<file path="src/rtl/dma_pkg.sv">
// Shared types for the fly-by DMA controller.
// Assumes nothing beyond IEEE 1800-2017 enum support.
package dma_pkg;

    // Sequencer states: idle, waiting for grant, acknowledge, source phase, destination phase.
    typedef enum logic [2:0] {
        SEQ_IDLE  = 3'd0,
        SEQ_GRANT = 3'd1,
        SEQ_ACK   = 3'd2,
        SEQ_SRC   = 3'd3,
        SEQ_DST   = 3'd4
    } seq_state_t;

    // Transfer direction as programmed by the CPU.
    typedef enum logic {
        DIR_MEM2IO = 1'b0,
        DIR_IO2MEM = 1'b1
    } xfer_dir_t;

endpackage

</file>
<file path="src/rtl/dma_chan_regs.sv">
// Per-channel programming state: address, remaining count, direction,
// armed bit and terminal-count flag. A CPU load takes priority over a word
// step. Assumes the CPU does not reload the channel being served.
module dma_chan_regs
    import dma_pkg::*;
#(
    parameter int NUM_CH = 4,
    parameter int ADDR_W = 16,
    parameter int CNT_W  = 16,
    parameter int CH_W   = 2
) (
    input  logic              clk,
    input  logic              rst_n,
    input  logic              cfg_we,
    input  logic [CH_W-1:0]   cfg_ch,
    input  logic [ADDR_W-1:0] cfg_addr,
    input  logic [CNT_W-1:0]  cfg_count,
    input  logic              cfg_dir,
    input  logic              step,
    input  logic [CH_W-1:0]   sel_ch,
    output logic [ADDR_W-1:0] sel_addr,
    output logic [CNT_W-1:0]  sel_count,
    output xfer_dir_t         sel_dir,
    output logic [NUM_CH-1:0] armed,
    output logic [NUM_CH-1:0] tc
);

    logic [ADDR_W-1:0] addr_q [NUM_CH];
    logic [CNT_W-1:0]  cnt_q  [NUM_CH];
    xfer_dir_t         dir_q  [NUM_CH];

    for (genvar g = 0; g < NUM_CH; g++) begin : g_ch
        logic hit_cfg;
        logic hit_step;
        assign hit_cfg  = cfg_we && (cfg_ch == CH_W'(g));
        assign hit_step = step && (sel_ch == CH_W'(g));

        // Load from the CPU, or advance one word while this channel is served.
        always_ff @(posedge clk) begin
            if (!rst_n) begin
                addr_q[g] <= '0;
                cnt_q[g]  <= '0;
                dir_q[g]  <= DIR_MEM2IO;
                armed[g]  <= 1'b0;
                tc[g]     <= 1'b0;
            end else if (hit_cfg) begin
                addr_q[g] <= cfg_addr;
                cnt_q[g]  <= cfg_count;
                dir_q[g]  <= xfer_dir_t'(cfg_dir);
                armed[g]  <= (cfg_count != '0);
                tc[g]     <= 1'b0;
            end else if (hit_step) begin
                addr_q[g] <= addr_q[g] + 1'b1;
                cnt_q[g]  <= cnt_q[g] - 1'b1;
                if (cnt_q[g] == CNT_W'(1)) begin
                    armed[g] <= 1'b0;
                    tc[g]    <= 1'b1;
                end
            end
        end


        tc_means_disarmed_chk: assert property (@(posedge clk) disable iff (!rst_n)
            $rose(tc[g]) |-> !armed[g] && $past(armed[g]));
    end

    // Present the state of the channel under service to the sequencer.
    always_comb begin
        sel_addr  = addr_q[sel_ch];
        sel_count = cnt_q[sel_ch];
        sel_dir   = dir_q[sel_ch];
    end

endmodule

</file>
<file path="src/rtl/dma_prio_arb.sv">
// Fixed-priority pick among armed requesting channels; the lowest index wins.
// Purely combinational; the sequencer samples it only while idle.
module dma_prio_arb #(
    parameter int NUM_CH = 4,
    parameter int CH_W   = 2
) (
    input  logic [NUM_CH-1:0] req,
    output logic              valid,
    output logic [CH_W-1:0]   idx
);

    // Scan from the top so the lowest-numbered requester is the last to write.
    always_comb begin
        valid = 1'b0;
        idx   = '0;
        for (int i = NUM_CH - 1; i >= 0; i--) begin
            if (req[i]) begin
                valid = 1'b1;
                idx   = CH_W'(i);
            end
        end
    end

endmodule

</file>
<file path="src/rtl/dma_xfer_seq.sv">
// Block sequencer: requests the buses, waits for the grant, acknowledges the
// peripheral, then runs a source phase and a destination phase per word until
// the count of the latched channel is spent. Assumes the grant stays high
// for as long as the request does.
module dma_xfer_seq
    import dma_pkg::*;
#(
    parameter int NUM_CH = 4,
    parameter int CNT_W  = 16,
    parameter int CH_W   = 2
) (
    input  logic              clk,
    input  logic              rst_n,
    input  logic              pick_valid,
    input  logic [CH_W-1:0]   pick_ch,
    input  logic              bus_grant,
    input  logic [CNT_W-1:0]  cur_count,
    input  xfer_dir_t         cur_dir,
    output logic [CH_W-1:0]   cur_ch,
    output logic              bus_req,
    output logic [NUM_CH-1:0] ack_vec,
    output logic              mem_rd,
    output logic              mem_wr,
    output logic              io_rd,
    output logic              io_wr,
    output logic              addr_en,
    output logic              step
);

    seq_state_t state;
    logic       active;
    logic       is_src;
    logic       is_dst;
    logic       m2io;

    // State register and channel latch.
    always_ff @(posedge clk) begin
        if (!rst_n) begin
            state  <= SEQ_IDLE;
            cur_ch <= '0;
        end else begin
            unique case (state)
                SEQ_IDLE: if (pick_valid) begin
                    cur_ch <= pick_ch;
                    state  <= SEQ_GRANT;
                end
                SEQ_GRANT: if (bus_grant) state <= SEQ_ACK;
                SEQ_ACK:   state <= SEQ_SRC;
                SEQ_SRC:   state <= SEQ_DST;
                SEQ_DST:   state <= (cur_count == CNT_W'(1)) ? SEQ_IDLE : SEQ_SRC;
                default:   state <= SEQ_IDLE;
            endcase
        end
    end

    // Outputs decoded from the state and the programmed direction.
    always_comb begin
        active  = (state == SEQ_ACK) || (state == SEQ_SRC) || (state == SEQ_DST);
        is_src  = (state == SEQ_SRC);
        is_dst  = (state == SEQ_DST);
        m2io    = (cur_dir == DIR_MEM2IO);
        bus_req = (state != SEQ_IDLE);
        addr_en = is_src || is_dst;
        step    = is_dst;
        mem_rd  = m2io && (is_src || is_dst);
        io_wr   = m2io && is_dst;
        io_rd   = !m2io && (is_src || is_dst);
        mem_wr  = !m2io && is_dst;
    end

    for (genvar g = 0; g < NUM_CH; g++) begin : g_ack
        assign ack_vec[g] = active && (cur_ch == CH_W'(g));
    end


    ack_onehot_chk: assert property (@(posedge clk) disable iff (!rst_n)
        $onehot0(ack_vec));


    ack_after_grant_chk: assert property (@(posedge clk) disable iff (!rst_n)
        $rose(|ack_vec) |-> $past(bus_grant));


    served_ch_stable_chk: assert property (@(posedge clk) disable iff (!rst_n)
        (bus_req && $past(bus_req)) |-> $stable(cur_ch));

endmodule

</file>
<file path="src/rtl/dma_flyby_top.sv">
// Four-channel fly-by block DMA controller top level. Joins the channel
// register file, the fixed-priority arbiter and the block sequencer. Data
// never enters this block: memory and peripheral meet on the system data bus
// during the destination phase. Assumes the CPU does not reprogram a channel
// while it is being served and keeps the grant high while the request is high.
module dma_flyby_top
    import dma_pkg::*;
#(
    parameter int NUM_CH = 4,
    parameter int ADDR_W = 16,
    parameter int CNT_W  = 16,
    localparam int CH_W  = (NUM_CH > 1) ? $clog2(NUM_CH) : 1
) (
    input  logic              clk,
    input  logic              rst_n,
    input  logic              cfg_we,
    input  logic [CH_W-1:0]   cfg_ch,
    input  logic [ADDR_W-1:0] cfg_addr,
    input  logic [CNT_W-1:0]  cfg_count,
    input  logic              cfg_dir,
    input  logic [NUM_CH-1:0] periph_req,
    output logic [NUM_CH-1:0] periph_ack,
    output logic              bus_req,
    input  logic              bus_grant,
    output logic [ADDR_W-1:0] addr_out,
    output logic              mem_rd,
    output logic              mem_wr,
    output logic              io_rd,
    output logic              io_wr,
    output logic [NUM_CH-1:0] tc_flags,
    output logic              irq
);

    logic [CH_W-1:0]   cur_ch;
    logic [ADDR_W-1:0] sel_addr;
    logic [CNT_W-1:0]  sel_count;
    xfer_dir_t         sel_dir;
    logic [NUM_CH-1:0] armed;
    logic              pick_valid;
    logic [CH_W-1:0]   pick_ch;
    logic              addr_en;
    logic              step;

    dma_chan_regs #(
        .NUM_CH (NUM_CH),
        .ADDR_W (ADDR_W),
        .CNT_W  (CNT_W),
        .CH_W   (CH_W)
    ) regs_i (
        .clk       (clk),
        .rst_n     (rst_n),
        .cfg_we    (cfg_we),
        .cfg_ch    (cfg_ch),
        .cfg_addr  (cfg_addr),
        .cfg_count (cfg_count),
        .cfg_dir   (cfg_dir),
        .step      (step),
        .sel_ch    (cur_ch),
        .sel_addr  (sel_addr),
        .sel_count (sel_count),
        .sel_dir   (sel_dir),
        .armed     (armed),
        .tc        (tc_flags)
    );

    dma_prio_arb #(
        .NUM_CH (NUM_CH),
        .CH_W   (CH_W)
    ) arb_i (
        .req   (periph_req & armed),
        .valid (pick_valid),
        .idx   (pick_ch)
    );

    dma_xfer_seq #(
        .NUM_CH (NUM_CH),
        .CNT_W  (CNT_W),
        .CH_W   (CH_W)
    ) seq_i (
        .clk        (clk),
        .rst_n      (rst_n),
        .pick_valid (pick_valid),
        .pick_ch    (pick_ch),
        .bus_grant  (bus_grant),
        .cur_count  (sel_count),
        .cur_dir    (sel_dir),
        .cur_ch     (cur_ch),
        .bus_req    (bus_req),
        .ack_vec    (periph_ack),
        .mem_rd     (mem_rd),
        .mem_wr     (mem_wr),
        .io_rd      (io_rd),
        .io_wr      (io_wr),
        .addr_en    (addr_en),
        .step       (step)
    );

    // Drive the address only during strobe phases; raise the interrupt on any flag.
    always_comb begin
        addr_out = addr_en ? sel_addr : '0;
        irq      = |tc_flags;
    end


    m2io_order_chk: assert property (@(posedge clk) disable iff (!rst_n)
        io_wr |-> mem_rd && $past(mem_rd) && !$past(io_wr));


    io2m_order_chk: assert property (@(posedge clk) disable iff (!rst_n)
        mem_wr |-> io_rd && $past(io_rd) && !$past(mem_wr));


    release_on_tc_chk: assert property (@(posedge clk) disable iff (!rst_n)
        $fell(bus_req) |-> |(tc_flags & ~$past(tc_flags)));


    no_mixed_dir_chk: assert property (@(posedge clk) disable iff (!rst_n)
        !((mem_rd || io_wr) && (io_rd || mem_wr)));

endmodule

</file>
<file path="config.mk">
export PLATFORM = sky130hd
export DESIGN_NAME = dma_flyby_top
export DESIGN_NICKNAME = d
export VERILOG_FILES = /design/src/rtl/dma_pkg.sv /design/src/rtl/dma_chan_regs.sv /design/src/rtl/dma_prio_arb.sv /design/src/rtl/dma_xfer_seq.sv /design/src/rtl/dma_flyby_top.sv
export SDC_FILE = /design/constraint.sdc
export NUM_CORES = 1
export LEC_CHECK = 0
export BUFFER_PORTS_ARGS = -buffer_cell sky130_fd_sc_hd__buf_2
export CORE_ASPECT_RATIO = 1.5
export CORE_MARGIN = 4
export CORE_UTILIZATION = 40
export CTS_BUF_LIST = sky130_fd_sc_hd__clkbuf_8
export CTS_CLUSTER_SIZE = 14
export DETAILED_ROUTE_END_ITERATION = 10
export PLACE_DENSITY = 0.64
export SLEW_MARGIN = 20
export SYNTH_ARGS = -nofsm -noshare
export SYNTH_HDL_FRONTEND = slang
export SYNTH_SLANG_ARGS = --single-unit
</file>
<file path="constraint.sdc">
create_clock -name clk -period 3.4 [get_ports clk]
set_input_delay 0.51 -clock clk [delete_from_list [all_inputs] [get_ports clk]]
set_output_delay 0.51 -clock clk [all_outputs]
set_load 0.05 [all_outputs]
</file>
-- After elaboration in Yosys (flattened, before gate mapping)
Memory sizes are Yosys's and may differ from the RTL's. A register that Yosys moved wholly into a read port is not among the register bits.
Index checks and enable logic that the tools add are counted.
- div/mod/pow operators: 0
- bitwise operators: 23
- shift operators: 0
- multiplexer cells: 80
- equality and inequality tests: 17
- reductions and logical operators: 47
- multipliers: 0
- add/subtract/negate cells: 8
- magnitude comparators: 0
- operators with widths (cell ; count):
    $mux W16 ; 17
    $eq A16 B1 Y1 const B ; 5
    $add A16 B1 Y16 const B ; 4
    $sub A16 B1 Y16 const B ; 4
    $mux W1 ; 49
    $mux W2 ; 11
    $or A1 B1 Y1 ; 20
    $reduce_and A2 Y1 ; 10
    $logic_and A1 B1 Y1 ; 16
    $reduce_bool A16 Y1 ; 1
    $reduce_bool A2 Y1 ; 8
    $pmux W3 S5 ; 1
    $eq A2 B2 Y1 const B ; 4
    $reduce_or A2 Y1 ; 4
    $eq A3 B2 Y1 const B ; 2
    $mux W3 ; 2
    $and A4 B4 Y4 ; 1
    $eq A2 B1 Y1 const B ; 2
    $logic_not A2 Y1 ; 2
    $ne A2 B2 Y1 const B ; 2
    $reduce_or A4 Y1 ; 1
    $eq A3 B1 Y1 const B ; 1
    $eq A3 B3 Y1 const B ; 1
    $logic_not A3 Y1 ; 1
    other kinds (3) ; 6
- word-level logic and storage cells: 188
- flip-flop bits (word level): 13
- memory bits (writable): 132
- bits of input ports: 43
- memories: 3
- ROM bits: 0
- bits in latches: 0
- memories (name ; depth ; bits a word ; read ports ; clocked after memory_dff ; write ports ; RTL line ; source):
    regs_i.addr_q ; 4 ; 16 ; 5 ; 1 ; 4 ; dma_chan_regs.sv:28 ; logic [ADDR_W-1:0] addr_q [NUM_CH];
    regs_i.cnt_q ; 4 ; 16 ; 5 ; 1 ; 4 ; dma_chan_regs.sv:29 ; logic [CNT_W-1:0] cnt_q [NUM_CH];
    regs_i.dir_q ; 4 ; 1 ; 1 ; 1 ; 4 ; dma_chan_regs.sv:30 ; xfer_dir_t dir_q [NUM_CH];

-- Logic depth before layout (Yosys ltp)
Gate-level depths: netlist (run 1).
- word-level depth: 8
- gate-level depth with buffers: 7

-- Cells and area by module
A second synthesis (run 1) with hierarchy kept.
- cell total of the unflattened synthesis: 921
- area, all modules: 9446.6 µm²
- modules (own cells, without submodules) (module ; instances ; cells each ; seq. area each (µm²) ; area an instance (µm²)):
    dma_chan_regs ; 1 ; 852 ; 4113.9 ; 8912.3
    dma_xfer_seq ; 1 ; 40 ; 100.1 ; 361.6
    dma_flyby_top ; 1 ; 22 ; 0.0 ; 137.6
    dma_prio_arb ; 1 ; 7 ; 0.0 ; 35.0

-- Worst setup path before layout (run 1)
No wires, ideal clock.
- path type: reg2reg
- from: register seq_i.state[1]
- to: memory regs_i.addr_q[2][0], enable pin
- setup slack: -0.252 ns
- arrival: 3.186 ns
- path buffers: 1
- cell stages (with the launch flop): 5
- required time: 2.934 ns
- setup time: 0.466 ns
- path through: dfxtp_1 clkbuf_1 nor3b_2 nand2_1 o21ai_0
- RTL lines (what ; RTL line ; source):
    start, declared ; dma_xfer_seq.sv:30 ; seq_state_t state;
    start signal, assigned ; dma_xfer_seq.sv:50 ; SEQ_DST: state <= (cur_count == CNT_W'(1)) ? SEQ_IDLE : SEQ_SRC;
    end, declared ; dma_chan_regs.sv:28 ;

==> impl_metrics.prom, run 1 <==
# TYPE chip_impl_metric gauge
chip_impl_info{name="status",value="completed"} 1
chip_impl_metric{name="clk_latency",unit="ps"} 470
chip_impl_metric{name="period_needed",unit="ps"} 2670
chip_impl_metric{name="timing.final.hold_violations",unit=""} 0
chip_impl_info{name="clk_root_buffer_cell",value="clkbuf_8"} 1
chip_impl_metric{name="globalRoute.totalOverflow",unit=""} 0
chip_impl_info{name="setup_cp_type",value="reg2out"} 1
chip_impl_metric{name="net_count_after_synthesis",unit=""} 935
chip_impl_metric{name="clock_tree.buffer_depth",unit=""} 2
chip_impl_info{name="layout.cells.most_common",value="nand2_1"} 1
chip_impl_metric{name="mappedNetlistArea",unit="sq mm"} 0.00876
chip_impl_metric{name="synthArstFlopShare",unit=""} 0
chip_impl_metric{name="cts_hold_repair.buffers",unit=""} 0
chip_impl_info{name="timing.critical_path.to_type",value="output port"} 1
chip_impl_metric{name="syn_to_final_growth",unit="%"} 12.7
chip_impl_metric{name="dr.first_iter.drc_count",unit=""} 523
chip_impl_metric{name="place.port_buffers",unit=""} 72
chip_impl_metric{name="timing.max_cap.violations",unit=""} 0
chip_impl_metric{name="grt_antenna_before_repair",unit=""} 1
chip_impl_metric{name="design.final.nets",unit=""} 1007
chip_impl_metric{name="layout_skew",unit="ps"} 18.7
chip_impl_metric{name="drt_drc_violations_left",unit=""} 0
chip_impl_metric{name="yosysSeqAreaShare",unit=""} 0.486
chip_impl_metric{name="timing.hold.worst_path_depth",unit=""} 2
chip_impl_info{name="final_cell_mix",value="nand2_1 (169), edfxtp_1 (131), o21ai_0 (120)"} 1
chip_impl_metric{name="hpwlAfterDp",unit="um"} 17600
chip_impl_info{name="r2r-start",value="seq_i.state[2]"} 1
chip_impl_info{name="tritoncts_clock_tree",value="built"} 1
chip_impl_metric{name="cts_made_buffers",unit=""} 17
chip_impl_metric{name="final.fill_count",unit=""} 2101
chip_impl_metric{name="ys_seq_elements",unit=""} 147
chip_impl_metric{name="first_global_vias",unit=""} 7126
chip_impl_metric{name="worstPathRequired",unit="ps"} 2890
chip_impl_metric{name="synth_cell_type_count",unit=""} 56
chip_impl_metric{name="leakage",unit="nW"} 3.37
chip_impl_metric{name="fraction_of_final_layout_cells_with_drive_strength_greater_than_1",unit=""} 0.162
chip_impl_metric{name="timing.setup.tns",unit="ps"} 0
chip_impl_metric{name="number_of_gates_resized_after_cts",unit=""} 0
chip_impl_metric{name="timing.final.max_slew_violations",unit=""} 0
chip_impl_metric{name="dieWidth",unit="um"} 129
chip_impl_metric{name="h-tree-depth",unit=""} 4
chip_impl_metric{name="pre_cts_ws",unit="ps"} 1120
chip_impl_info{name="worstSetupStartpointType",value="flop"} 1
chip_impl_metric{name="post-route-period-util",unit=""} 0.784
chip_impl_metric{name="die_area",unit="sq mm"} 0.0244
chip_impl_metric{name="boundaryPins",unit=""} 73
chip_impl_metric{name="relSlewSlack",unit=""} 0.437
chip_impl_metric{name="power-per-cell-area",unit="mW/mm^2"} 399
chip_impl_metric{name="hold_ws",unit="ps"} 342
chip_impl_metric{name="post-cts-setup-buffer-count",unit=""} 0
chip_impl_metric{name="setup_viol",unit=""} 0
chip_impl_info{name="hold-path-endpoint",value="regs_i.dir_q[2]"} 1
chip_impl_info{name="worstHoldStart",value="cfg_dir"} 1
chip_impl_metric{name="finalWeightedCongestion",unit=""} 0.837
chip_impl_metric{name="fp-row-count",unit=""} 66
chip_impl_metric{name="yosysWarningCount",unit=""} 0
chip_impl_info{name="r2r-end",value="regs_i.addr_q[1][11]"} 1
chip_impl_metric{name="syn-mean-instance-area",unit="sq um"} 9.96
chip_impl_metric{name="detail_route.first_pass.iterations",unit=""} 6
chip_impl_metric{name="ff2ff_path_depth",unit=""} 6
chip_impl_info{name="synthFlopType",value="edfxtp_1"} 1
chip_impl_metric{name="syn-instance-count",unit=""} 880
chip_impl_metric{name="max-vdd-ir-drop",unit="mV"} 0.231
chip_impl_metric{name="critical_path_peak_fanout",unit=""} 21
chip_impl_metric{name="tritoncts_num_sinks",unit=""} 147
chip_impl_metric{name="die_ht",unit="um"} 189
chip_impl_metric{name="wire_length_of_the_first_global_routing_pass",unit="um"} 38300
chip_impl_metric{name="vias_per_cell",unit=""} 5.69
chip_impl_metric{name="drt_wl_total",unit="um"} 24600
chip_impl_metric{name="tightest_slew",unit="ps"} 842
chip_impl_metric{name="initial_utilization",unit=""} 0.405
chip_impl_metric{name="grt_max_degree",unit=""} 35
chip_impl_metric{name="antenna_cells_inserted",unit=""} 0
chip_impl_metric{name="worst-r2r-setup-slack",unit="ps"} 1080
chip_impl_info{name="rsz0062_at_grt",value="false"} 1
chip_impl_metric{name="timing.final.ws_setup",unit="ps"} 733
chip_impl_metric{name="design.core.area",unit="sq mm"} 0.0216
chip_impl_metric{name="fmax",unit="GHz"} 0.375
chip_impl_metric{name="drtAntennaViolNets",unit=""} 0
chip_impl_metric{name="route.detailed.wl_per_inst",unit="um"} 19.9
chip_impl_metric{name="cp.arrival",unit="ps"} 2160
chip_impl_metric{name="synth-edff-count",unit=""} 131
chip_impl_info{name="holdCritPathClass",value="in2reg"} 1
chip_impl_metric{name="clk_pin_slew_worst_paths",unit="ps"} 80
chip_impl_metric{name="overall_fraction_of_global_route_tracks_in_use",unit=""} 0.202
chip_impl_metric{name="dr_total_vias",unit=""} 7038
==> layout make-up <==
type / instances / area (sq um) / share of cell area
clock buffer: 17 / 234 / 0.0237
clock inverter: 15 / 125 / 0.0127
multi-input combinational: 676 / 4320 / 0.438
timing repair buffer: 90 / 520 / 0.0527
tap: 272 / 340 / 0.0345
sequential: 147 / 4250 / 0.431
inverter: 20 / 75.1 / 0.00760
==> worst max path at each step <==
stage | startpoint | endpoint | slack, ps
after floorplan | seq_i.state[1] | regs_i.addr_q[2][0] | 610
after global placement | seq_i.state[0] | regs_i.cnt_q[3][7] | 1090
after detailed placement | cfg_ch[1] | regs_i.addr_q[0][15] | 1120
after CTS | flop | io_wr | 670
after global routing | flop | mem_wr | 600
final | flop | mem_wr | 730
==> flip-flops by register name, indices dropped and copies added, names as in the netlist, named ones only <==
register / count
seq_i.cur_ch: 2
regs_i.cnt_q: 64
regs_i.dir_q: 4
regs_i.addr_q: 64
regs_i.armed: 4
seq_i.state: 3
regs_i.tc: 4
==> per-layer routing <==
layer  up-vias  global-route usage  share of wire
met3        56              0.0277          0.047
met5         -                   0        0.00045
met2       220               0.363           0.53
met4         2              0.0881          0.034
li1       3329                   -              -
met1      3431               0.237           0.39
==> through the flow <==
| stage | utilization | cell area (sq um) | std cells | power (mW) |
|---|---|---|---|---|
| after floorplan | - | 8760 | 880 | 2.48 |
| after global placement | 0.440 | 9510 | 1205 | 2.66 |
| after detailed placement | 0.440 | 9510 | 1205 | 2.66 |
| after CTS | 0.456 | 9870 | 1237 | 3.96 |
| after global routing | 0.456 | 9870 | 1237 | 4.08 |
| final | 0.456 | 9870 | 1237 | 3.94 |
==> synthesized netlist by cell type, types with 3 or more instances <==
cell | count | area [sq um]
nand2_1 | 169 | 634
and3_1 | 9 | 56.3
nand2b_1 | 4 | 25.0
mux4_2 | 17 | 383
a21oi_1 | 9 | 45.0
nor4_1 | 14 | 87.6
clkbuf_1 | 31 | 116
o21ai_0 | 122 | 611
nor3_1 | 17 | 85.1
nand4_1 | 27 | 169
xor2_1 | 60 | 526
nor2_1 | 44 | 165
a32o_1 | 8 | 80.1
and4_1 | 7 | 61.3
o21ai_1 | 6 | 30.0
edfxtp_1 | 131 | 3930
ha_1 | 12 | 150
nor2b_1 | 21 | 131
dfxtp_1 | 16 | 320
or4_1 | 5 | 37.5
inv_1 | 20 | 75.1
nor4_2 | 3 | 37.5
xnor2_1 | 49 | 429
nand3_1 | 22 | 110
and2_1 | 14 | 87.6
or3_1 | 3 | 18.8
==> critical path, stage by stage, from the launching register on <==
cell	delay (ps)
dfxtp_1	310
buf_4	380
mux4_2	620
and2_1	180
buf_2	200
==> cell families after synthesis <==
group,Yosys count,synth area share
simple gates,375,0.214
compound gates,163,0.105
flops,147,0.486
xor+xnor,109,0.109
buf+inv,57,0.0260
mux,17,0.0437
fa+ha+maj,12,0.0171
==> power by group <==
| part | switching [mW] | internal [mW] | total [mW] |
|---|---|---|---|
| Sequential | 0.128 | 2.08 | 2.20 |
| Combinational | 0.252 | 0.173 | 0.425 |
| Clock | 0.678 | 0.630 | 1.31 |
| Total | 1.06 | 2.88 | 3.94 |
(Power assumes the default switching activity.)
==> inputs of run 2 (changes only) <==
- PLACE_DENSITY: 0.64 -> 0.62
- clock period: 3.4 -> 2.6 ns (I/O delays scaled with it)
==> run 2 against run 1 <==
- sequential share of layout area fell by 0.50 points
- power increased by 36%
- non-clock buffer count grew 5
- die area did not move
- core utilization is 0.54 points higher
- critical path type unchanged
- register-to-register slack worse by 740 ps
- wire length is 0.77% higher
- setup slack lost 580 ps
- design area increased by 1.2%
- first-iteration DRC count rose by 16%
- final cell count is 0.40% higher
==> impl_metrics.prom, run 2 (synthesis gave the netlist of run 1 again) <==
# TYPE chip_impl_metric gauge
chip_impl_metric{name="syn_to_final_growth",unit="%"} 14.0
chip_impl_metric{name="boundaryPins",unit=""} 73
chip_impl_info{name="final_cell_mix",value="nand2_1 (169), edfxtp_1 (131), o21ai_0 (120)"} 1
chip_impl_metric{name="clk_latency",unit="ps"} 470
chip_impl_metric{name="setup_viol",unit=""} 0
chip_impl_metric{name="hold_ws",unit="ps"} 183
chip_impl_metric{name="dr_total_vias",unit=""} 6953
chip_impl_info{name="worstHoldStart",value="cfg_dir"} 1
chip_impl_metric{name="h-tree-depth",unit=""} 4
chip_impl_metric{name="cts_made_buffers",unit=""} 17
chip_impl_metric{name="area_post_placement",unit="sq mm"} 0.00956
chip_impl_metric{name="critical_path_peak_fanout",unit=""} 21
chip_impl_metric{name="drt_wl_total",unit="um"} 24800
chip_impl_metric{name="relSlewSlack",unit=""} 0.554
chip_impl_metric{name="post-route-cell-area",unit="sq mm"} 0.00999
chip_impl_info{name="holdCritPathClass",value="in2reg"} 1
chip_impl_metric{name="design.final.nets",unit=""} 1012
chip_impl_info{name="r2r-start",value="regs_i.cnt_q[2][8]"} 1
chip_impl_metric{name="grt_max_degree",unit=""} 35
chip_impl_metric{name="leakage",unit="nW"} 3.39
chip_impl_metric{name="grt_antenna_before_repair",unit=""} 1
chip_impl_metric{name="comb_power_share",unit=""} 0.107
chip_impl_metric{name="report.power.total",unit="mW"} 5.37
chip_impl_metric{name="globalRoute.totalOverflow",unit=""} 0
chip_impl_metric{name="layout_skew",unit="ps"} 11.4
chip_impl_metric{name="timing.final.max_slew_violations",unit=""} 0
chip_impl_metric{name="detail_route.first_pass.iterations",unit=""} 5
chip_impl_metric{name="fp-row-count",unit=""} 66
chip_impl_info{name="layout.cells.most_common",value="nand2_1"} 1
chip_impl_metric{name="drtAntennaViolNets",unit=""} 0
chip_impl_info{name="biggestRegsByFlops",value="regs_i.addr_q (64), regs_i.cnt_q (64)"} 1
chip_impl_metric{name="initial_utilization",unit=""} 0.405
chip_impl_info{name="rsz0062_at_grt",value="false"} 1
chip_impl_metric{name="timing.final.hold_violations",unit=""} 0
chip_impl_metric{name="drt_drc_violations_left",unit=""} 0
chip_impl_info{name="timing.critical_path.to_type",value="output port"} 1
chip_impl_metric{name="max-vdd-ir-drop",unit="mV"} 0.301
chip_impl_metric{name="antenna_cells_inserted",unit=""} 0
chip_impl_metric{name="post-cts-setup-buffer-count",unit=""} 0
chip_impl_metric{name="final.fill_count",unit=""} 2088
chip_impl_metric{name="cp.arrival",unit="ps"} 2060
chip_impl_info{name="worstSetupStartpointType",value="flop"} 1
chip_impl_metric{name="power_frac_clock",unit=""} 0.358
chip_impl_metric{name="fraction_of_final_layout_cells_with_drive_strength_greater_than_1",unit=""} 0.168
chip_impl_metric{name="p_sw_frac",unit=""} 0.274
chip_impl_info{name="tritoncts_clock_tree",value="built"} 1
chip_impl_metric{name="place.port_buffers",unit=""} 72
chip_impl_metric{name="power-per-cell-area",unit="mW/mm^2"} 538
chip_impl_metric{name="design.core.area",unit="sq mm"} 0.0216
chip_impl_metric{name="tritoncts_num_sinks",unit=""} 147
chip_impl_info{name="clk_root_buffer_cell",value="clkbuf_8"} 1
chip_impl_metric{name="dieWidth",unit="um"} 129
chip_impl_metric{name="vias_per_cell",unit=""} 5.60
chip_impl_metric{name="dr.first_iter.drc_count",unit=""} 607
chip_impl_metric{name="die_ht",unit="um"} 189
chip_impl_metric{name="overall_fraction_of_global_route_tracks_in_use",unit=""} 0.208
chip_impl_metric{name="hpwlAfterDp",unit="um"} 17500
chip_impl_metric{name="first_global_vias",unit=""} 7080
chip_impl_metric{name="route.detailed.wl_per_inst",unit="um"} 19.9
chip_impl_metric{name="clock_tree.buffer_depth",unit=""} 2
chip_impl_metric{name="worstPathRequired",unit="ps"} 2210
chip_impl_metric{name="clk_pin_slew_worst_paths",unit="ps"} 80
chip_impl_metric{name="tightest_slew",unit="ps"} 666
chip_impl_metric{name="timing.max_cap.violations",unit=""} 0
chip_impl_metric{name="die_area",unit="sq mm"} 0.0244
chip_impl_info{name="setup_cp_type",value="reg2out"} 1
chip_impl_metric{name="switching_power",unit="mW"} 1.47
chip_impl_metric{name="power.sequential.fraction",unit=""} 0.535
chip_impl_metric{name="placed_cells_incl_taps",unit=""} 1210
chip_impl_metric{name="internal_power",unit="mW"} 3.90
chip_impl_metric{name="layout.cells.non_filler",unit=""} 1242
chip_impl_metric{name="post-route-period-util",unit=""} 0.941
chip_impl_metric{name="finalWeightedCongestion",unit=""} 0.826
chip_impl_metric{name="wire_length_of_the_first_global_routing_pass",unit="um"} 38800
chip_impl_metric{name="period_needed",unit="ps"} 2450
chip_impl_metric{name="fmax",unit="GHz"} 0.409
chip_impl_info{name="status",value="completed"} 1
-- run 2: final timing paths --
kind	end	slack [ps]	cells after the start
setup / recovery	mem_wr	150	4
hold / removal	regs_i.dir_q[2]	180	2
setup reg to reg	seq_i.state[1]	340	5
hold reg to reg	regs_i.dir_q[2]	480	1
-- run 2: layout make-up --
type	instances	area, sq um	area share
clock buffers	17	234	0.0234
clock inverters	15	180	0.0180
inverters	20	75.1	0.00752
multi-input cells	676	4340	0.434
flip-flops and latches	147	4250	0.426
well taps	272	340	0.0341
repair buffers	95	571	0.0571
-- run 2: critical path: stages (launching register included) --
cell,delay (ps)
dfxtp_1,360
buf_12,220
mux4_2,590
and2_1,210
buf_2,210
-- run 2: timing repair --
item	CTS	global route
hold buffers	0	0
endpoints found under the setup margin	18	3
gates resized for setup	1	1
gates cloned	0	0
-- run 2: metrics by stage --
step	setup WS, ps	utilization	TNS (ps)
global route	43.4	0.462	0
global placement	288	0.442	0
detailed placement	326	0.442	0
finish	153	0.462	0
CTS	81.1	0.461	0
floorplan	-189	-	-12100
-- run 2: per-layer routing --
layer | vias up | part of all wire | global-route usage
met5 | - | 0.00040 | 0
met4 | 2 | 0.028 | 0.0784
met3 | 42 | 0.048 | 0.0330
met2 | 215 | 0.54 | 0.369
met1 | 3347 | 0.39 | 0.250
li1 | 3347 | - | -
-- run 2: power groups by stage --
| stage | clock network [mW] | logic, mW | registers (mW) |
|---|---|---|---|
| finish | 1.93 | 0.574 | 2.87 |
| global route | 2.06 | 0.630 | 2.89 |
| CTS | 1.96 | 0.577 | 2.87 |
| detailed placement | 0 | 0.572 | 2.92 |
| global placement | 0 | 0.570 | 2.92 |
| floorplan | 0 | 0.365 | 2.87 |
